<file path="config.mk">
export PLATFORM = sky130hd
export DESIGN_NAME = dacstep_accum
export DESIGN_NICKNAME = d
export VERILOG_FILES = /design/src/rtl/dacstep_pkg.sv /design/src/rtl/dacstep_sync.sv /design/src/rtl/dacstep_edge.sv /design/src/rtl/dacstep_fine.sv /design/src/rtl/dacstep_coarse.sv /design/src/rtl/dacstep_accum.sv
export SDC_FILE = /design/constraint.sdc
export NUM_CORES = 1
export LEC_CHECK = 0
export ABC_AREA = 1
export BUFFER_PORTS_ARGS = -buffer_cell sky130_fd_sc_hd__buf_2
export CAP_MARGIN = 30
export CELL_PAD_IN_SITES_DETAIL_PLACEMENT = 0
export CELL_PAD_IN_SITES_GLOBAL_PLACEMENT = 2
export CORE_MARGIN = 2
export CORE_UTILIZATION = 31
export DETAILED_ROUTE_END_ITERATION = 8
export GPL_TIMING_DRIVEN = 0
export PLACE_DENSITY_LB_ADDON = 0.1
export SLEW_MARGIN = 20
export SYNTH_ARGS = -nofsm -noshare
export SYNTH_HDL_FRONTEND = slang
export SYNTH_SLANG_ARGS = --single-unit
</file>
<file path="constraint.sdc">
create_clock -name clk -period 4.12 [get_ports clk]
set_clock_uncertainty 0.05 [all_clocks]
set_input_delay 0.206 -clock clk [delete_from_list [all_inputs] [get_ports clk]]
set_output_delay 0.206 -clock clk [all_outputs]
set_load 0.02 [all_outputs]
</file>
<file path="src/rtl/dacstep_pkg.sv">
package dacstep_pkg;

    parameter int FINE_W     = 12;
    parameter int CRS_W      = 8;
    parameter int SYNC_DEPTH = 2;

    localparam int CRS_PAIR_W = 2 * CRS_W;

    typedef logic [FINE_W-1:0] fine_code_t;
    typedef logic [CRS_W-1:0]  crs_code_t;

    typedef enum logic {
        DIR_DOWN = 1'b0,
        DIR_UP   = 1'b1
    } step_dir_e;

    typedef struct packed {
        logic      valid;
        step_dir_e dir;
    } step_req_t;

    // high code in the upper half so the packed layout matches the write word
    typedef struct packed {
        crs_code_t hi;
        crs_code_t lo;
    } crs_pair_t;

    function automatic fine_code_t clamp_step(fine_code_t cur, fine_code_t mag, step_dir_e dir);
        logic [FINE_W:0] sum;
        if (dir == DIR_UP) begin
            sum = {1'b0, cur} + {1'b0, mag};
            return sum[FINE_W] ? {FINE_W{1'b1}} : sum[FINE_W-1:0];
        end
        if (mag > cur) begin
            return '0;
        end
        return cur - mag;
    endfunction

endpackage

</file>
<file path="src/rtl/dacstep_sync.sv">
module dacstep_sync #(
    parameter int W      = 2,
    parameter int STAGES = dacstep_pkg::SYNC_DEPTH
) (
    input  logic         clk,
    input  logic         rst,
    input  logic [W-1:0] d_async,
    output logic [W-1:0] q_sync
);
    logic [STAGES-1:0][W-1:0] pipe_q;

    always_ff @(posedge clk) begin
        if (rst) begin
            pipe_q <= '0;
        end else begin
            pipe_q[0] <= d_async;
            for (int s = 1; s < STAGES; s++) begin
                pipe_q[s] <= pipe_q[s-1];
            end
        end
    end

    assign q_sync = pipe_q[STAGES-1];
endmodule

</file>
<file path="src/rtl/dacstep_edge.sv">
module dacstep_edge
    import dacstep_pkg::*;
(
    input  logic      clk,
    input  logic      rst,
    input  logic      strobe_s,
    input  logic      up_s,
    output step_req_t req
);
    logic strobe_prev_q;

    always_ff @(posedge clk) begin
        if (rst) strobe_prev_q <= 1'b0;
        else     strobe_prev_q <= strobe_s;
    end

    always_comb begin
        req.valid = strobe_s & ~strobe_prev_q;
        req.dir   = up_s ? DIR_UP : DIR_DOWN;
    end

    AST_ONE_PULSE_PER_RISE: assert property (@(posedge clk) disable iff (rst)
        req.valid |=> !req.valid);
endmodule

</file>
<file path="src/rtl/dacstep_fine.sv">
module dacstep_fine
    import dacstep_pkg::*;
(
    input  logic       clk,
    input  logic       rst,
    input  step_req_t  req,
    input  logic       fine_we,
    input  fine_code_t fine_wdata,
    input  logic       step_we,
    input  fine_code_t step_wdata,
    output fine_code_t fine_q
);
    fine_code_t step_mag_q;
    fine_code_t fine_d;

    always_ff @(posedge clk) begin
        if (rst)          step_mag_q <= '0;
        else if (step_we) step_mag_q <= step_wdata;
    end

    always_comb begin
        fine_d = fine_q;
        if (fine_we)        fine_d = fine_wdata;
        else if (req.valid) fine_d = clamp_step(fine_q, step_mag_q, req.dir);
    end

    always_ff @(posedge clk) begin
        if (rst) fine_q <= '0;
        else     fine_q <= fine_d;
    end

    AST_WRITE_WINS: assert property (@(posedge clk) disable iff (rst)
        fine_we |=> fine_q == $past(fine_wdata));
    AST_NO_WRAP_UP: assert property (@(posedge clk) disable iff (rst)
        (req.valid && req.dir == DIR_UP && !fine_we) |=> fine_q >= $past(fine_q));
    AST_NO_WRAP_DOWN: assert property (@(posedge clk) disable iff (rst)
        (req.valid && req.dir == DIR_DOWN && !fine_we) |=> fine_q <= $past(fine_q));
    AST_FINE_HOLD: assert property (@(posedge clk) disable iff (rst)
        (!req.valid && !fine_we) |=> $stable(fine_q));
endmodule

</file>
<file path="src/rtl/dacstep_coarse.sv">
module dacstep_coarse
    import dacstep_pkg::*;
(
    input  logic      clk,
    input  logic      rst,
    input  logic      wr_en,
    input  crs_pair_t wr_pair,
    output crs_pair_t pair_q
);
    always_ff @(posedge clk) begin
        if (rst)        pair_q <= '0;
        else if (wr_en) pair_q <= wr_pair;
    end

    AST_COARSE_HOLD: assert property (@(posedge clk) disable iff (rst)
        !wr_en |=> $stable(pair_q));
endmodule

</file>
<file path="src/rtl/dacstep_accum.sv">
module dacstep_accum
    import dacstep_pkg::*;
(
    input  logic                  clk,
    input  logic                  rst,
    input  logic                  step_strobe_i,
    input  logic                  step_up_i,
    input  logic                  fine_we_i,
    input  logic [FINE_W-1:0]     fine_wdata_i,
    input  logic                  step_we_i,
    input  logic [FINE_W-1:0]     step_wdata_i,
    input  logic                  coarse_we_i,
    input  logic [CRS_PAIR_W-1:0] coarse_wdata_i,
    output logic [FINE_W-1:0]     fine_code_o,
    output logic [CRS_W-1:0]      coarse_hi_o,
    output logic [CRS_W-1:0]      coarse_lo_o
);
    logic [1:0] pins_s;
    step_req_t  req;
    crs_pair_t  crs_q;

    dacstep_sync #(.W(2), .STAGES(SYNC_DEPTH)) u_sync (
        .clk     (clk),
        .rst     (rst),
        .d_async ({step_up_i, step_strobe_i}),
        .q_sync  (pins_s)
    );

    dacstep_edge u_edge (
        .clk      (clk),
        .rst      (rst),
        .strobe_s (pins_s[0]),
        .up_s     (pins_s[1]),
        .req      (req)
    );

    dacstep_fine u_fine (
        .clk        (clk),
        .rst        (rst),
        .req        (req),
        .fine_we    (fine_we_i),
        .fine_wdata (fine_wdata_i),
        .step_we    (step_we_i),
        .step_wdata (step_wdata_i),
        .fine_q     (fine_code_o)
    );

    dacstep_coarse u_coarse (
        .clk     (clk),
        .rst     (rst),
        .wr_en   (coarse_we_i),
        .wr_pair (crs_pair_t'(coarse_wdata_i)),
        .pair_q  (crs_q)
    );

    assign coarse_hi_o = crs_q.hi;
    assign coarse_lo_o = crs_q.lo;
endmodule

</file>
## Yosys cells after proc, flatten, opt, wreduce, memory -nomap -nowiden

Cells that the tools add are included.

- Register bits: 45
- Input port bits: 47
- Logic and storage cells: 28

- $add $sub $neg: 2
- Magnitude comparators: 1
- Muxes and demuxes: 15
- Bitwise gates (word level): 2
- Reduce and logical (&&, ||, !) cells: 1

Operators by type and width:

| kind | number |
|---|---|
| $mux W12 | 7 |
| $add A12 B12 Y13 | 1 |
| $gt A12 B12 Y1 | 1 |
| $sub A12 B12 Y12 | 1 |
| $mux W1 | 8 |
| $reduce_bool A2 Y1 | 1 |
| $and A1 B1 Y1 | 1 |
| $not A1 Y1 | 1 |

## Longest topological paths before layout

- Depth after elaboration: 11
- Gate-level depth with buffers: 16
- Mapped depth without buffers: 15

## Cells and area by module

A second synthesis with hierarchy kept.

- Cells, all modules: 515
- Area, all modules: 3,417.0 sq um

Modules (own cells, without submodules):

| module | instances | cells an instance | area each (sq um) | sequential area each (sq um) |
|---|---|---|---|---|
| dacstep_fine | 1 | 395 | 2,582.5 | 480.5 |
| dacstep_coarse | 1 | 101 | 670.6 | 320.3 |
| dacstep_sync | 1 | 14 | 125.1 | 80.1 |
| dacstep_edge | 1 | 5 | 38.8 | 20.0 |

## Least setup slack after synthesis

OpenSTA, ideal clock, no wires.

- Path type: flip-flop to flip-flop
- Start: register u_fine.fine_q[0]
- End: register u_fine.fine_q[3]
- Arrival: 1.843 ns
- Slack: 2.094 ns
- Stages on the path, launching flop included: 13
- Path buffers: 0
- Cells stage by stage: dfxtp_1 > ha_1 > fa_1 > nand2_2 > nand3_2 > nand2_2 > inv_2 > nand2_2 > nand3_4 > a21oi_4 > nand3_1 > nand2_1 > a21oi_1

- Longest elaborated chain between the ends: 9
- Elaborated cells on any way between the ends: 14

RTL lines:

| element | line | source |
|---|---|---|
| start: declaration | dacstep_fine.sv:11 | `output fine_code_t fine_q` |
| start signal: assignment | dacstep_fine.sv:29 | `else fine_q <= fine_d;` |
| $gt A12 B12 Y1 | dacstep_pkg.sv:34 | `if (mag > cur) begin` |
| $mux W1 (2 in a row) | dacstep_pkg.sv:34 |  |
| $mux W1 | dacstep_fine.sv:24 | `else if (req.valid) fine_d = clamp_step(fine_q, step_mag_q, req.dir);` |
| $mux W1 | dacstep_fine.sv:23 | `if (fine_we) fine_d = fine_wdata;` |
| $mux W12 | dacstep_pkg.sv:37 | `return cur - mag;` |
| $mux W12 (*) | dacstep_pkg.sv:34 |  |
| $mux W12 (*) | dacstep_fine.sv:24 |  |
| $mux W12 (*) | dacstep_fine.sv:23 |  |

Every way passes the cells marked *; elsewhere a longest branch is shown, timed or not. The select of a mux whose other input is x is not followed.
A chain may end at the register's enable or synchronous reset.

## Worst setup path in the final report

- Start: register u_fine.fine_q[0]
- End: register u_fine.fine_q[10]

The elaborated chain is that of the path after synthesis.

==> impl_metrics.json <==
{
  "result_of_the_run": "finished, final reports clean",
  "worst_path_max_delay_cell": "sky130_fd_sc_hd__fa_1",
  "portBuffers": 72,
  "number_of_nets_with_antenna_violations_after_routing": 0,
  "fill_cells": 1178,
  "period_minus_slack_ns": 2.399,
  "yosys.area_share.simple_pct": 35.89,
  "post_synth_net_total": 588,
  "htreeDepth": 2,
  "totalWireLength_um": 10270,
  "netlist_area_um2": 3333,
  "start_util_pct": 32.14,
  "timing.setup.critical_path_class": "reg2reg",
  "gr-usage-all-layers_pct": 18.50,
  "floorplan.die.width_um": 107.7,
  "grtUsageMet1_pct": 24.98,
  "cts.root.buffer_cell": "sky130_fd_sc_hd__clkbuf_8",
  "power.leakage_nw": 2.080,
  "grt_pass1_vias": 3312,
  "maxClockFrequency_mhz": 416.9,
  "placed_cells": 723,
  "detailed_place_hpwl_um": 8329,
  "syn2layout_area_growth_pct": 19.26,
  "post_cts_resized": 0,
  "crit_path_end_kind": "flip-flop",
  "startpoint_type": "flip-flop",
  "drc_errors": 0,
  "overflow_left_after_global_routing": 0,
  "critPathBufInv": 1,
  "design.core.area_um2": 10370,
  "synthesis.yosys.warnings": 0,
  "core_occupancy_in_the_finished_layout_pct": 38.33,
  "groute.layer.met3.usage_pct": 3.632,
  "highest_ir_drop_seen_on_vdd_v": 0.0002277,
  "timing.final.hold_violations": 0,
  "worstPathArrival_ns": 2.53,
  "num_rows": 37,
  "tritoncts": "built",
  "grt.busiest_layer": "met2",
  "viasPerCell": 4.584,
  "max_stage_delay_ns": 0.43,
  "grt_first_pass_wirelength_um": 16600,
  "clock_sink_count": 45,
  "die_ar_um2": 11600,
  "per_instance_average_area_after_synthesis_um2": 6.472,
  "average_wire_length_per_cell_after_detail_routing_um": 14.05,
  "critical_path.top_delay_family": "simple AND/OR/NAND/NOR gates",
  "grt_setup_unrepaired": "no",
  "worstSkewPairLatency_ns": 0.31,
  "synth_fa_ha_area_share_pct": 10.21,
  "post_layout_net_count": 667,
  "vias": 3351,
  "tightest_slew_ns": 0.6746,
  "layout-drive-gt1-share_pct": 20.84,
  "clk_pin_slew_ns": 0.09,
  "final-max-slew-violation-count": 0,
  "max_cap_violations": 0,
  "finalCritPeriodShare_pct": 58.22,
  "instances_no_fill": 731,
  "die_height_um": 107.7,
  "synth_seq_area_share_pct": 27.03,
  "first_pass_iters": 4,
  "setup_total_negative_slack_ns": 0,
  "antenna_found_initial": 0,
  "synthesized_netlist_cell_count": 515,
  "synth_top_family_by_area": "simple AND/OR/NAND/NOR gates",
  "final-seq-area_um2": 900.9,
  "ys_seq_elements": 45,
  "path_cells": "ha_1, fa_1, nand2_2, nand3_2, nand2_2, inv_2, nand2_2, nand3_4, a21oi_4, nand3_1, nand2_1, a21oi_1",
  "multiInputGateArea_um2": 1977,
  "worst_slew_margin_relative_to_its_limit_pct": 55.03,
  "io_pins": 75,
  "max-clock-path-buffers": 2,
  "postCtsHoldBufs": 0,
  "antenna-diode-count": 0,
  "first_iter_violations": 138,
  "cts_inserted_buffers": 5,
  "gp_congestion": 0.8650,
  "grt_max_degree": 15,
  "cpMostUsedCell": "sky130_fd_sc_hd__nand2_2",
  "setup_viol": 0,
  "cp.required_ns": 4.25,
  "number_of_library_cell_types_mapped_by_synthesis": 33,
  "synth-compound-area-share_pct": 12.16,
  "synth_mux_area_share_pct": 0,
  "postCtsSetupBuffers": 0,
  "worstHoldPathType": "in2reg",
  "largest_fanout_on_the_critical_path": 9,
  "cellPowerDensity_nw_per_um2": 336.4,
  "globalRouteMet2Util_pct": 29.92,
  "synth_xor_xnor_area_share_pct": 1.051,
  "fin_ws_ns": 1.721,
  "dp_worst_setup_slack_ns": 1.733
}
-- final timing paths --
path | start | end | slack, ns | cells after the start
setup reg to reg | u_fine.fine_q[0] | u_fine.fine_q[10] | 1.72 | 12
setup / recovery | u_fine.fine_q[0] | u_fine.fine_q[10] | 1.72 | 12
hold / removal | step_up_i | u_sync.pipe_q[1] | 0.04 | 3
hold reg to reg | u_sync.pipe_q[0] | u_sync.q_sync[0] | 0.36 | 2
-- final cells by class --
class	instances	area share, %
Buffer	23	4.816
Clock inverter	2	0.9758
Multi-Input combinational cell	377	49.73
Inverter	70	6.641
Tap cell	136	4.281
Clock buffer	6	1.826
Sequential cell	45	22.66
Timing Repair Buffer	72	9.065
-- synth_stat cells, drive strengths merged --
master | instances | area, µm²
dfxtp | 45 | 900.9
nand2 | 155 | 611.8
o21ai | 8 | 43.79
dlymetal6s2s | 1 | 12.51
nor2 | 74 | 290.3
ha | 24 | 300.3
nor3 | 2 | 10.01
a21oi | 43 | 249.0
clkinv | 1 | 5.000
fa | 2 | 40.04
inv | 69 | 259.0
clkbuf | 12 | 85.08
xor2 | 4 | 35.03
o21bai | 3 | 22.52
nand3 | 45 | 252.8
nand4 | 4 | 25.02
buf | 10 | 93.83
and2 | 1 | 6.260
a21o | 1 | 7.510
a211oi | 11 | 82.58
-- flip-flops by register name, summed over array words and instances (netlist names) --
name,flops
u_sync.pipe_q,2
u_coarse.pair_q,16
u_edge.strobe_prev_q,1
u_fine.fine_q,12
u_fine.step_mag_q,12
u_sync.q_sync,2
-- layer usage --
layer  vias up  wire length, µm
met5         -                0
met4         0              142
met3         9              495
met2        80             4645
met1      1494             4990
li1       1768                -
-- kinds of logic after synthesis --
logic type | count (synthesis)
compound gates | 66
xor+xnor | 4
fa+ha+maj | 26
buf+inv | 93
flops | 45
simple gates | 281
-- placed cells by master, fill, tap and decap left out, drive strengths merged --
master	synthesis	final
nand2	155	155
buf	10	82
nand3	45	45
dlymetal6s2s	1	1
nor3	2	2
o21ai	8	8
clkbuf	12	18
inv	69	69
bufinv	0	1
fa	2	2
and2	1	1
o21bai	3	3
a21oi	43	43
clkinv	1	2
nor2	74	74
xor2	4	4
dfxtp	45	45
nand4	4	4
a21o	1	1
a211oi	11	11
ha	24	24
-- per-stage QoR --
step / power (mW) / hold WS (ns) / cell area (µm²)
floorplan: 0.8507 / 0.2630 / 3333
global placement: 0.9990 / 0.3404 / 3864
detailed placement: 1.001 / 0.3448 / 3864
CTS: 1.350 / 0.03157 / 3975
global route: 1.433 / 0.05031 / 3975
finish: 1.337 / 0.03683 / 3975
-- tightest hold or removal path, delay by kind of cell --
family | cells | cell delay [ns]
buf+inv | 2 | 0.13
simple gates | 1 | 0.03
-- power breakdown --
part | switching, mW | internal (mW)
registers | 0.0232 | 0.464
clock network | 0.165 | 0.182
logic | 0.323 | 0.179
total | 0.511 | 0.826
Power figures use the tool's default switching activity.
